===== src/rtl/pss_pkg.sv =====
package pss_pkg;
    localparam int BYTE_W       = 8;
    localparam int CTRL_EN_BIT  = 0;
    localparam int STAT_IRQ_BIT = 0;
    localparam int STAT_OVR_BIT = 1;

    function automatic int bytes_for(input int nbits);
        return (nbits + BYTE_W - 1) / BYTE_W;
    endfunction
endpackage


===== src/rtl/pss_tick_gen.sv =====
module pss_tick_gen #(
    parameter int TICK_DIV = 6000
) (
    input  logic clk,
    input  logic rst_n,
    input  logic en,
    output logic tick
);
    localparam int CNT_W = (TICK_DIV > 1) ? $clog2(TICK_DIV) : 1;
    localparam logic [CNT_W-1:0] LAST = CNT_W'(TICK_DIV - 1);

    logic [CNT_W-1:0] cnt_d, cnt_q;

    always_comb begin
        tick  = en && (cnt_q == LAST);
        cnt_d = cnt_q;
        if (!en)
            cnt_d = '0;
        else if (cnt_q == LAST)
            cnt_d = '0;
        else
            cnt_d = cnt_q + 1'b1;
    end

    always_ff @(posedge clk or negedge rst_n) begin
        if (!rst_n) cnt_q <= '0;
        else        cnt_q <= cnt_d;
    end

    // a disabled divider sits at zero on the following cycle
    a_r3_held_when_off: assert property (@(posedge clk) disable iff (!rst_n)
        !en |=> (cnt_q == '0));
endmodule


===== src/rtl/pss_sync.sv =====
module pss_sync #(
    parameter int W      = 80,
    parameter int STAGES = 2
) (
    input  logic         clk,
    input  logic         rst_n,
    input  logic [W-1:0] d,
    output logic [W-1:0] q
);
    logic [W-1:0] stg_q [STAGES];

    for (genvar s = 0; s < STAGES; s++) begin : g_stage
        if (s == 0) begin : g_first
            always_ff @(posedge clk or negedge rst_n) begin
                if (!rst_n) stg_q[s] <= '0;
                else        stg_q[s] <= d;
            end
        end else begin : g_next
            always_ff @(posedge clk or negedge rst_n) begin
                if (!rst_n) stg_q[s] <= '0;
                else        stg_q[s] <= stg_q[s-1];
            end
        end
    end

    assign q = stg_q[STAGES-1];
endmodule


===== src/rtl/pulse_snapshot_sampler.sv =====
module pulse_snapshot_sampler #(
    parameter int NUM_CH   = 80,
    parameter int TICK_DIV = 6000,
    parameter int ADDR_W   = 4
) (
    input  logic              clk,
    input  logic              rst_n,
    input  logic [NUM_CH-1:0] pulse_in,
    input  logic              bus_cs,
    input  logic              bus_rd,
    input  logic              bus_wr,
    input  logic [ADDR_W-1:0] bus_addr,
    input  logic [7:0]        bus_wdata,
    output logic [7:0]        bus_rdata,
    output logic              irq
);
    import pss_pkg::*;

    localparam int NUM_BYTES = bytes_for(NUM_CH);
    localparam int SNAP_W    = NUM_BYTES * BYTE_W;
    localparam logic [ADDR_W-1:0] A_LAST = ADDR_W'(NUM_BYTES - 1);
    localparam logic [ADDR_W-1:0] A_CTRL = ADDR_W'(NUM_BYTES);
    localparam logic [ADDR_W-1:0] A_STAT = ADDR_W'(NUM_BYTES + 1);
    localparam logic [ADDR_W-1:0] A_ACK  = ADDR_W'(NUM_BYTES + 2);
    localparam int CNT_W = (TICK_DIV > 1) ? $clog2(TICK_DIV) : 1;

    typedef struct packed {
        logic [SNAP_W-1:0] snap;
        logic [7:0]        ctrl;
        logic              irq;
        logic              ovr;
        logic [7:0]        rdata;
    } state_t;

    state_t st_d, st_q;
    logic [NUM_CH-1:0] sync_q;
    logic tick, rd_hit, wr_hit, ack_wr, last_rd, clr;
    logic [7:0] rd_val;

    pss_sync #(.W(NUM_CH), .STAGES(2)) u_sync (
        .clk(clk), .rst_n(rst_n), .d(pulse_in), .q(sync_q)
    );

    pss_tick_gen #(.TICK_DIV(TICK_DIV)) u_tick (
        .clk(clk), .rst_n(rst_n), .en(st_q.ctrl[CTRL_EN_BIT]), .tick(tick)
    );

    always_comb begin
        rd_hit  = bus_cs && bus_rd;
        wr_hit  = bus_cs && bus_wr;
        ack_wr  = wr_hit && (bus_addr == A_ACK);
        last_rd = rd_hit && (bus_addr == A_LAST);
        clr     = ack_wr || last_rd;

        rd_val = '0;
        for (int k = 0; k < NUM_BYTES; k++) begin
            if (bus_addr == ADDR_W'(k))
                rd_val = st_q.snap[k*BYTE_W +: BYTE_W];
        end
        if (bus_addr == A_CTRL)
            rd_val = st_q.ctrl;
        if (bus_addr == A_STAT) begin
            rd_val[STAT_IRQ_BIT] = st_q.irq;
            rd_val[STAT_OVR_BIT] = st_q.ovr;
        end

        st_d = st_q;
        if (rd_hit)
            st_d.rdata = rd_val;
        if (wr_hit && bus_addr == A_CTRL)
            st_d.ctrl = bus_wdata;
        if (tick)
            st_d.snap = SNAP_W'(sync_q);

        if (tick)
            st_d.irq = 1'b1;
        else if (clr)
            st_d.irq = 1'b0;

        if (ack_wr)
            st_d.ovr = 1'b0;
        if (tick && st_q.irq && !clr)
            st_d.ovr = 1'b1;
    end

    always_ff @(posedge clk or negedge rst_n) begin
        if (!rst_n) st_q <= '0;
        else        st_q <= st_d;
    end

    assign bus_rdata = st_q.rdata;
    assign irq       = st_q.irq;

    // Observer of tick spacing, kept apart from the divider
    logic [CNT_W-1:0] gap_q;
    always_ff @(posedge clk or negedge rst_n) begin
        if (!rst_n)                        gap_q <= '0;
        else if (!st_q.ctrl[CTRL_EN_BIT])  gap_q <= '0;
        else if (tick)                     gap_q <= '0;
        else                               gap_q <= gap_q + 1'b1;
    end

    a_r2_tick_spacing: assert property (@(posedge clk) disable iff (!rst_n)
        tick |-> (gap_q == CNT_W'(TICK_DIV - 1)));
    a_r7_irq_after_tick: assert property (@(posedge clk) disable iff (!rst_n)
        tick |=> irq);
    a_r4_snap_holds: assert property (@(posedge clk) disable iff (!rst_n)
        !tick |=> $stable(st_q.snap));
    a_r3_quiet_when_off: assert property (@(posedge clk) disable iff (!rst_n)
        !st_q.ctrl[CTRL_EN_BIT] |-> !tick);
    a_r8_overrun_set: assert property (@(posedge clk) disable iff (!rst_n)
        (tick && irq && !clr) |=> st_q.ovr);
    a_r9_clear_no_overrun: assert property (@(posedge clk) disable iff (!rst_n)
        (ack_wr || (clr && !st_q.ovr)) |=> !st_q.ovr);
    a_r11_rdata_stable: assert property (@(posedge clk) disable iff (!rst_n)
        !rd_hit |=> $stable(bus_rdata));
endmodule


===== config.mk =====
export PLATFORM = sky130hd
export DESIGN_NAME = pulse_snapshot_sampler
export DESIGN_NICKNAME = d
export VERILOG_FILES = /design/src/rtl/pss_pkg.sv /design/src/rtl/pss_tick_gen.sv /design/src/rtl/pss_sync.sv /design/src/rtl/pulse_snapshot_sampler.sv
export SDC_FILE = /design/constraint.sdc
export NUM_CORES = 1
export LEC_CHECK = 0
export BUFFER_PORTS_ARGS = -buffer_cell sky130_fd_sc_hd__buf_2
export CAP_MARGIN = 20
export CORE_ASPECT_RATIO = 0.75
export CORE_MARGIN = 1.5
export CORE_UTILIZATION = 50
export DETAILED_ROUTE_END_ITERATION = 6
export GPL_TIMING_DRIVEN = 0
export PLACE_DENSITY = 0.72
export SLEW_MARGIN = 30
export SYNTH_ARGS = -nofsm -noshare
export SYNTH_HDL_FRONTEND = slang
export SYNTH_HIERARCHICAL = 1
export SYNTH_SLANG_ARGS = --single-unit

===== constraint.sdc =====
create_clock -name clk -period 2.6 [get_ports clk]
set_clock_uncertainty 0.15 [all_clocks]
set_input_delay 0.78 -clock clk [delete_from_list [all_inputs] [get_ports clk]]
set_output_delay 0.78 -clock clk [all_outputs]
set_load 0.02 [all_outputs]

==> metrics.md, run 1 <==
| Metric | Value |
|---|---|
| Total Wirelength | 19.6 mm |
| FMAX | 395 MHz |
| # IOs | 106 |
| Synth-to-layout area growth | 17.9% |
| Final Hold Viols | 0 |
| Synth Area in Adders | less than 1% |
| First-pass GRT wire length | 31.7 mm |
| Synth cell count leaders | dfrtp_1, mux2_2, buf_4 |
| Pwr/cell area | between 700 and 800 nW/µm² |
| Routed len/inst | 18.2 µm |
| Share of layout cells above drive strength 1 | between 40% and 50% |
| Final setup viols | 0 |
| CP arrival | between 2 and 3 ns |
| Diode count | 0 |
| Post-synth top area cell | dfrtp_1 |
| Die width | 166 µm |
| Simple-gate share of the synthesized area | under 10% |
| CP Max Fanout | 10 |
| Gr usage total | 19.5% |
| Site Rows | 44 |
| XOR/XNOR share of the synthesized area | 0.263% |
| Final count of pins violating max slew | 0 |
| Die Span Y | ~130 µm |
| Asr flop ratio synth | 100% |
| Core Region | 19500 µm² |
| Mux share of post-synthesis cell area | 12.8% |
| Worst path required time | 2.86 ns |
| Leak | 5.65 nW |
| CTS Buf Count | 25 |
| Most common cell in the netlist | dfrtp_1 |
| Synth Cell Area | 10000 µm² |
| Yosys top cell area share | between 60% and 70% |
| Largest net degree at the start of global routing | 82 |
| Synth area leaders | dfrtp_1, mux2_2, buf_4 |
| Mapped Cells | ~670 |
| Slew headroom | around 53% |
| Nature of the critical path startpoint | flop |
| Slew @ Worst Pin | 0.704 ns |
| Final net count | roughly 900 |
| RR Endpoint | st_q[57]$_DFFE_PN0P_ |
| Initial antenna violation count | 0 |
| Htree depth | 1 |
| Routability cong. | 0.897 |
| Ys Warns | 6 |
| Largest family of logic cells by synthesized area | multiplexers |
| Grt ovf | 0 |
| Starting DRT DRC Count | 474 |
| Via count | between 5000 and 6000 |
| Vias in the first global route | roughly 5800 |
| Status | finished with violations |
| R2r startpoint | u_tick/cnt_q[4]$_DFF_PN0_ |
| Die area | between 20000 and 25000 µm² |
| R2r setup slk | 0.07 ns |
| Fillcell total | 1472 |
| Final cycle utilization of the critical path | 97.3% |
| Clock Root Buffer | clkbuf_16 |
| Worst skew pair latency | 0.53 ns |
| Post-synthesis net count | 770 |
| Syn_area_per_cell | 14.9 µm² |
| Post-synthesis compound-gate area fraction | 6.28% |
| EDFF count, synth | 0 |
| Max IR drop VDD | 0.510 mV |
| Hold_buf cts | 0 |
| CTS tree | yes |
| Sequential-to-total area share from yosys stat | 67.8% |
| FF+latch count, synth | 271 |
| Yosys cell types | just under 60 |
| Worst Path Class, Setup | reg -> reg |
| Max-cap violations | 0 |
| Final WS setup | 0.0703 ns |
| Hold crit path type | in -> async |
| DR vias/cell | 5.21 |
| Clock slew at reported path FFs | roughly 0.06 ns |
| R2R depth | 5 |
| CTS max path bufs | 3 |
| Dominant synthesized flop cell | dfrtp_1 |
| I/O Buffers | 105 |
| Violated checks | DRC |
| Drt first pass iters | 7 |
| Setup crit end kind | flop |
| Initial cell density of the core | 51.3% |
| Dpl hpwl | 13.8 mm |
| TritonCTS Sinks | approximately 270 |
| Number of remaining DRC errors | 6 |
| Dpl ws | -0.729 ns |
| Final Critical Period | 2.53 ns |
| Total power | 8.59 mW |
| Antenna-violating nets left | 0 |
[state kept, by name, summed over array words and instances (netlist names)]
| name | count |
|---|---|
| u_sync/stg_q | 80 |
| irq | 1 |
| st_q | 89 |
| u_sync/q | 80 |
| bus_rdata | 8 |
| u_tick/cnt_q | 13 |
[cell families (layout without fill, tap and decap cells)]
| kind of cell | after synthesis | after routing |
|---|---|---|
| xor gates and xnor gates | 3 | 3 |
| and+or+nand+nor | 79 | 79 |
| muxes | 110 | 110 |
| buffers and inverters | 120 | 273 |
| AOI/OAI and AO/OA | 88 | 88 |
| DFF | 271 | 271 |
| adders and majority gates | 1 | 1 |
[layout by cell type (no fill, tap or decap), types with 3 or more instances in the layout]
cell type,synthesis,routed
mux2i_1,10,10
and3_1,3,3
buf_16,0,3
nor3_1,5,5
o22ai_1,6,6
dfrtp_1,271,271
clkbuf_1,17,11
a221o_1,3,3
o21ai_0,20,20
nand3_1,9,9
nand2_1,10,10
mux2_2,96,96
a21oi_1,12,12
o31ai_1,4,4
or4_1,6,6
nor2_1,10,10
clkbuf_8,0,5
mux4_2,3,3
buf_2,7,112
clkbuf_16,0,25
inv_1,5,5
o211ai_1,5,5
nand4_1,4,4
clkinvlp_4,0,7
a21o_1,3,3
a211o_1,3,3
or3_1,5,5
nor2b_1,5,5
a31oi_1,4,4
o2bb2ai_1,8,8
clkbuf_4,0,5
buf_4,89,90
nand2b_1,8,8
a211oi_1,4,4
[report_power, final]
part | switching, mW | internal [mW]
Clock | 1.56 | 2.03
Combinational | 0.273 | 0.260
Sequential | 0.0824 | 4.39
Total | 1.91 | 6.68
[repair_timing]
| action | in CTS | in global routing |
|---|---|---|
| gates resized for setup | 16 | 3 |
| pin swaps | 0 | 0 |
| endpoints found under the setup margin | 80 | 78 |
| setup buffers | 0 | 0 |
| gates cloned | 0 | 0 |
[cell type report]
| class | instances | area [µm²] | area share, % |
|---|---|---|---|
| Multi-Input combinational cell | 281 | 2410 | 20.5 |
| Buffer | 114 | 811 | 6.88 |
| Inverter | 5 | 18.8 | 0.159 |
| Clock inverter | 13 | 119 | 1.01 |
| Sequential cell | 271 | 6780 | 57.5 |
| Clock buffer | 33 | 706 | 5.99 |
| Timing Repair Buffer | 108 | 618 | 5.24 |
| Tap cell | 253 | 317 | 2.69 |
[metrics by stage]
step	TNS (ns)	instances	hold slack, ns	area, µm²	util [%]
2_1_floorplan	0	672	0.181	10000	-
3_3_place_gp	-1076.76	1030	0.184	10800	55.6
3_5_place_dp	-46.09	1033	0.185	10900	56.1
4_1_cts	0	1078	0.111	11800	60.4
5_1_grt	-0.0402	1078	0.143	11800	60.5
6_report	0	1078	0.103	11800	60.5
[how the worst max path moves through the flow]
stage	startpoint	to
finish	u_tick/cnt_q[4]$_DFF_PN0_	st_q[57]$_DFFE_PN0P_
global route	u_tick/cnt_q[0]$_DFF_PN0_	st_q[77]$_DFFE_PN0P_
CTS	u_tick/cnt_q[4]$_DFF_PN0_	st_q[94]$_DFFE_PN0P_
detailed placement	u_tick/cnt_q[4]$_DFF_PN0_	st_q[95]$_DFFE_PN0P_
global placement	rst_n	u_sync/stg_q[130]$_DFF_PN0_
floorplan	u_tick/cnt_q[4]$_DFF_PN0_	st_q[18]$_DFFE_PN0P_
[worst max-delay path, cell delays in order (launching register included)]
cell and delay (ns):
dfrtp_1 0.42, or4b_4 0.58, nor4_2 0.32, and2_4 0.29
clkbuf_4 0.29, mux2_2 0.36
[routing by layer]
metal	global-route usage [%]	wire length [µm]
met3	3.77	1270
met2	29.3	8800
met1	29.3	9120
met5	0	0
met4	4.81	447
(Power assumes the default switching activity.)
==> run 2, diff against run 1 <==
--- a/config.mk
+++ b/config.mk
@@ -7,12 +7,14 @@
 export LEC_CHECK = 0
 export BUFFER_PORTS_ARGS = -buffer_cell sky130_fd_sc_hd__buf_2
 export CAP_MARGIN = 20
+export CELL_PAD_IN_SITES_DETAIL_PLACEMENT = 1
+export CELL_PAD_IN_SITES_GLOBAL_PLACEMENT = 1
 export CORE_ASPECT_RATIO = 0.75
 export CORE_MARGIN = 1.5
-export CORE_UTILIZATION = 50
+export CORE_UTILIZATION = 44
 export DETAILED_ROUTE_END_ITERATION = 6
 export GPL_TIMING_DRIVEN = 0
-export PLACE_DENSITY = 0.72
+export PLACE_DENSITY = 0.75
 export SLEW_MARGIN = 30
 export SYNTH_ARGS = -nofsm -noshare
 export SYNTH_HDL_FRONTEND = slang
==> run 2 against run 1 <==
  * The run now ends clean
  * Sequential share of layout area decreased by 0.75 points
  * Wire length increased by 14%
  * Global-route usage up 0.21 points
  * Utilization shrank 6.6 points
  * Count of clock-buffer cells in the layout increased by 3
  * Maximum frequency fell by 0.50%
  * Sequential power barely moved
  * Hold slack gained 0.017 ns
  * Clock power up 13%
  * Final cell count up 3.9%
  * Power rose by 5.4%
  * Combinational power is essentially flat
==> metrics.md, run 2 (synthesis gave the netlist of run 1 again) <==
| Metric | Value |
|---|---|
| Worst path required time | 2.86 ns (about the same) |
| Vias in the first global route | 6325 (+9.3%) |
| Leak | 5.73 nW (+1.4%) |
| R2r setup slk | 0.06 ns (about the same) |
| # IOs | 106 (unchanged) |
| Synth-to-layout area growth | 19.5% |
| Hold crit path type | in -> async |
| Placed Instances | 1073 (+3.9%) |
| Nature of the critical path startpoint | flop |
| Dpl ws | -0.827 ns (-0.0973 ns) |
| TritonCTS Sinks | 271 (unchanged) |
| Design area | 11900 µm² (+1.3%) |
| CP Cell Sequence | or4b_4 > nor4_2 > and2_4 > clkbuf_4 > mux2_2 |
| CP Max Fanout | 10 (unchanged) |
| Dpl hpwl | 15.3 mm (+11%) |
| Gr usage total | 19.7% (+0.21 points) |
| Most flops, register | st_q |
| RSZ-0062 raised after global routing | yes |
| Drt first pass iters | 4 (-3) |
| Antenna-violating nets left | 0 (unchanged) |
| Htree depth | 1 (unchanged) |
| Fillcell total | 2160 (+47%) |
| I/O Buffers | 105 (unchanged) |
| Final WS setup | 0.0577 ns (-0.0126 ns) |
| Final count of pins violating max slew | 0 (unchanged) |
| Most common cell after layout, fill and taps aside | dfrtp_1 |
| Starting DRT DRC Count | 278 (-41%) |
| Routability cong. | 0.806 (-10%) |
| Slew headroom | 50.7% (-2.2 points) |
| First-pass GRT wire length | 35.8 mm (+13%) |
| Die Span Y | 134 µm (+6.4%) |
| Setup TNS | 0 ns (unchanged) |
| Die area | 23600 µm² (+13%) |
| CTS tree | yes |
| Clock slew at reported path FFs | 0.06 ns (about the same) |
| Flip-flop and latch area | 6780 µm² (unchanged) |
| Largest net degree at the start of global routing | 98 (+20%) |
| Worst path slowest cell | or4b_4 |
| Site Rows | 47 (+6.8%) |
| FMAX | 393 MHz (-0.50%) |
| Final Critical Period | 2.54 ns (+0.0126 ns) |
| Worst skew pair latency | 0.53 ns (about the same) |
| CTS max path bufs | 3 (unchanged) |
| Status | finished, final reports clean |
| Number of remaining DRC errors | 0 (-6) |
| Initial cell density of the core | 45.1% (-6.2 points) |
| Pwr/cell area | 758 nW/µm² (+4.0%) |
| Post-placement cell area | 11000 µm² (+0.22%) |
| Final Hold Viols | 0 (unchanged) |
| CP arrival | 2.80 ns (about the same) |
| Slew @ Worst Pin | 0.737 ns (+0.0325 ns) |
| CP peak stage delay | 0.60 ns (+0.02 ns) |
| Diode count | 0 (unchanged) |
| Total Wirelength | 22.3 mm (+14%) |
| CTS Buf Count | 26 (+4.0%) |
| Final cycle utilization of the critical path | 97.8% (+0.48 points) |
| Worst Path Class, Setup | reg -> reg |
| Max-cap violations | 0 (unchanged) |
| DR vias/cell | 5.05 (-3.1%) |
| Max IR drop VDD | 0.479 mV (-6.1%) |
| Finished Layout Cells | 1120 (+3.9%) |
| Setup crit end kind | flop |
| Area of the multi-input gates | 2410 µm² (unchanged) |
| Max reg flops | 89 (unchanged) |
| Via count | 5652 (+0.66%) |
| Final setup viols | 0 (unchanged) |
| Clock Root Buffer | clkbuf_16 |
| Total power | 9.05 mW (+5.4%) |
| Initial antenna violation count | 1 (+1) |
| Share of layout cells above drive strength 1 | 44.7% (+0.31 points) |
| Most frequent cells in the layout | dfrtp_1, buf_2, mux2_2 |
| Final net count | 905 (+0.11%) |
| Die width | 177 µm (+6.5%) |
| Routed len/inst | 19.9 µm (+9.3%) |
| Core Region | 22200 µm² (+14%) |
| Grt ovf | 0 (unchanged) |
-- run 2: path summary, 6_finish.rpt --
path,to,depth (start not counted),startpoint
max,st_q[45]$_DFFE_PN0P_,5,u_tick/cnt_q[4]$_DFF_PN0_
min,u_sync/stg_q[80]$_DFF_PN0_,1,rst_n
max reg2reg,st_q[45]$_DFFE_PN0P_,5,u_tick/cnt_q[4]$_DFF_PN0_
min reg2reg,u_sync/q[32]$_DFF_PN0_,0,u_sync/stg_q[112]$_DFF_PN0_
max in group asynchronous,st_q[53]$_DFFE_PN0P_,2,rst_n
min in group clk,u_sync/q[32]$_DFF_PN0_,0,u_sync/stg_q[112]$_DFF_PN0_
-- run 2: metal layers --
metal  GRT usage, %  up-vias  share of wire [%]
met3           3.05       30                4.1
met5              0        -                  0
met2           32.4      128                 48
met1           27.7     2951                 46
li1               -     2543                  -
met4           4.19        0                1.8
-- run 2: layout make-up --
cell class | instances | area share [%]
sequential | 271 | 56.8
multi-input combinational | 281 | 20.2
buffer | 114 | 6.89
clock buffer | 36 | 6.43
timing repair buffer | 108 | 5.01
tap | 294 | 3.08
clock inverter | 11 | 1.41
inverter | 5 | 0.157
-- run 2: stage by stage --
stage          util [%]  hold slack [ns]
2_1_floorplan         -            0.181
3_3_place_gp       49.1            0.185
3_5_place_dp       49.4            0.186
4_1_cts            53.8            0.136
5_1_grt            53.9            0.143
6_report           53.9            0.120
-- run 2: where the power goes --
group	leakage, nW	internal (mW)	total (mW)	switching, mW
combinational	1.87	0.256	0.536	0.279
clock	0.463	2.46	4.04	1.58
sequential	3.39	4.39	4.47	0.0850
total	5.73	7.11	9.05	1.95
-- run 2: timing repair --
item,4_1_cts,5_1_grt
hold buffers,0,0
setup buffers,0,1
gates resized for setup,17,10
endpoints found under the setup margin,82,78
-- run 2: worst max-delay path: cells and delay by family (launching register included) --
kind | cells | cell delay, ns
and+or+nand+nor | 3 | 1.18
DFF | 1 | 0.44
muxes | 1 | 0.37
buffers and inverters | 1 | 0.27
==> run 3, diff against run 2 <==
--- a/config.mk
+++ b/config.mk
@@ -11,10 +11,10 @@
 export CELL_PAD_IN_SITES_GLOBAL_PLACEMENT = 1
 export CORE_ASPECT_RATIO = 0.75
 export CORE_MARGIN = 1.5
-export CORE_UTILIZATION = 44
+export CORE_UTILIZATION = 40
 export DETAILED_ROUTE_END_ITERATION = 6
 export GPL_TIMING_DRIVEN = 0
-export PLACE_DENSITY = 0.75
+export PLACE_DENSITY = 0.7
 export SLEW_MARGIN = 30
 export SYNTH_ARGS = -nofsm -noshare
 export SYNTH_HDL_FRONTEND = slang
==> run 3 against run 2 <==
  * Clock power about the same
  * Critical path type unchanged
  * Critical endpoint is now st_q[57]$_DFFE_PN0P_
  * Power decreased by 0.23%
  * Final area grew 0.72%
  * Highest routed layer unchanged
  * Worst setup slack gained 0.047 ns
==> metrics.md, run 3 (synthesis gave the netlist of run 1 again) <==
| Metric | Value |
|---|---|
| Total power | 9.03 mW (-0.23%) |
| Vias in the first global route | 6345 (+0.32%) |
| Hold_sp | pulse_in[75] |
| FMAX | 401 MHz (+1.9%) |
| Final cycle utilization of the critical path | 96.0% (-1.8 points) |
| Clock Root Buffer | clkbuf_16 |
| R2r startpoint | u_tick/cnt_q[4]$_DFF_PN0_ |
| Final count of pins violating max slew | 0 (unchanged) |
| First-pass GRT wire length | 34.9 mm (-2.5%) |
| Buf/Inv on CP | 1 (unchanged) |
| Share of layout cells above drive strength 1 | 44.6% (about the same) |
| I/O Buffers | 105 (unchanged) |
| Final setup viols | 0 (unchanged) |
| Clock slew at reported path FFs | 0.07 ns (about the same) |
| Worst skew pair latency | 0.54 ns (about the same) |
| Largest net degree at the start of global routing | 85 (-13%) |
| TritonCTS Sinks | 271 (unchanged) |
| Final Critical Period | 2.50 ns (-0.0469 ns) |
| CP peak stage delay | 0.58 ns (-0.02 ns) |
| Worst Path Class, Setup | reg -> reg |
| Initial cell density of the core | 41.2% (-3.9 points) |
| Via count | 5650 (-0.035%) |
| Fillcell total | 2463 (+14%) |
| Worst path slowest cell | or4b_4 |
| Gr usage total | 17.5% (-2.2 points) |
| DR vias/cell | 4.87 (-3.5%) |
| Most flops, register | st_q |
| Die width | 186 µm (+4.8%) |
| Dpl hpwl | 15.4 mm (+0.68%) |
| Diode count | 0 (unchanged) |
| Min-Delay Endpoint | u_sync/stg_q[155]$_DFF_PN0_ |
| CTS Buf Count | 27 (+3.8%) |
| Hold crit path type | in -> reg |
| Most common cell after layout, fill and taps aside | dfrtp_1 |
| Most frequent cells in the layout | dfrtp_1, buf_2, mux2_2 |
| Starting DRT DRC Count | 213 (-23%) |
| Status | finished, final reports clean |
| # IOs | 106 (unchanged) |
| Site Rows | 49 (+4.3%) |
| Die area | 26000 µm² (+9.8%) |
| Pwr/cell area | 751 nW/µm² (-0.95%) |
| Grt ovf | 0 (unchanged) |
| Max-cap violations | 0 (unchanged) |
| Number of remaining DRC errors | 0 (unchanged) |
| Final Hold Viols | 0 (unchanged) |
| CP Max Fanout | 10 (unchanged) |
| R2R depth | 5 (unchanged) |
| Core Region | 24300 µm² (+9.5%) |
| Final net count | 909 (+0.44%) |
| Routed len/inst | 18.8 µm (-5.8%) |
| Htree depth | 1 (unchanged) |
| Worst path required time | 2.87 ns (about the same) |
| Synth-to-layout area growth | 20.3% |
| Nature of the critical path startpoint | flop |
| Antenna-violating nets left | 0 (unchanged) |
| CP Cell Sequence | or4b_4 > nor4_2 > and2_4 > clkbuf_4 > mux2_2 |
| Initial antenna violation count | 0 (-1) |
| R2r setup slk | 0.10 ns (+0.05 ns) |
| CTS tree | yes |
| Final core occ | 49.5% (-4.3 points) |
| RR Endpoint | st_q[57]$_DFFE_PN0P_ |
| CTS max path bufs | 3 (unchanged) |
| Hold path depth | 1 |
| Max IR drop VDD | 0.610 mV (+27%) |
| Routability cong. | 0.882 (+9.4%) |
| Slew @ Worst Pin | 0.644 ns (-0.0925 ns) |
| Max reg flops | 89 (unchanged) |
| CP top delay family | simple AND/OR/NAND/NOR gates |
| Setup crit end kind | flop |
| CP arrival | 2.76 ns (-0.04 ns) |
| Slew headroom | 56.6% (+5.9 points) |
| Die Span Y | 140 µm (+4.8%) |
| Total Wirelength | 21.8 mm (-2.4%) |
| Drt first pass iters | 4 (unchanged) |
| Leak | 5.74 nW (+0.26%) |
## run 3: worst max path at each step
stage                                    from                           to  slack (ns)  cells past startpoint
floorplan           u_tick/cnt_q[4]$_DFF_PN0_         st_q[18]$_DFFE_PN0P_        0.02                      6
global placement                        rst_n  u_sync/stg_q[146]$_DFF_PN0_       -3.97                      1
detailed placement  u_tick/cnt_q[4]$_DFF_PN0_         st_q[94]$_DFFE_PN0P_       -0.80                      6
CTS                 u_tick/cnt_q[4]$_DFF_PN0_         st_q[70]$_DFFE_PN0P_       0.009                      5
global route        u_tick/cnt_q[4]$_DFF_PN0_         st_q[54]$_DFFE_PN0P_      -0.005                      5
finish              u_tick/cnt_q[4]$_DFF_PN0_         st_q[57]$_DFFE_PN0P_        0.10                      5
## run 3: timing repair
item,CTS,global route
hold endpoints to repair,48,0
hold buffers,1,0
endpoints found under the setup margin,82,78
setup buffers,0,2
gates resized for setup,18,9
## run 3: area by class of cell
| cell class | count | area [µm²] | area share, % |
|---|---|---|---|
| Buffer | 114 | 823 | 6.84 |
| Clock buffer | 37 | 783 | 6.51 |
| Clock inverter | 10 | 149 | 1.24 |
| Inverter | 5 | 18.8 | 0.156 |
| Multi-Input combinational cell | 281 | 2410 | 20.1 |
| Sequential cell | 271 | 6780 | 56.4 |
| Tap cell | 331 | 414 | 3.44 |
| Timing Repair Buffer | 111 | 643 | 5.35 |
## run 3: routing by layer
metal	global-route usage [%]	wire length [µm]	part of all wire [%]	up-vias
li1	-	-	-	2551
met1	23.9	9980	46	2909
met2	28.8	10300	48	142
met3	3.15	913	4.2	48
met4	4.92	527	2.4	0
met5	0	0	0	-
## run 3: worst reg2reg max path, cell delays in order, from the launching register on
cell,delay [ns]
dfrtp_1,0.42
or4b_4,0.58
nor4_2,0.30
and2_4,0.30
clkbuf_4,0.28
mux2_2,0.36
## run 3: through the flow
step                instances   TNS, ns  instance area (µm²)  setup slack (ns)  hold WS [ns]
floorplan                 672         0                10000            0.0172         0.181
global placement         1108  -1118.83                10900             -3.97         0.185
detailed placement       1111    -51.26                11000            -0.803         0.186
CTS                      1158         0                12000           0.00904         0.173
global route             1160   -0.0117                12000          -0.00461         0.164
finish                   1160         0                12000             0.105         0.189
## run 3: where the power goes
| group | internal [mW] | switching [mW] |
|---|---|---|
| clock network | 2.41 | 1.60 |
| registers | 4.39 | 0.0818 |
| logic | 0.262 | 0.284 |
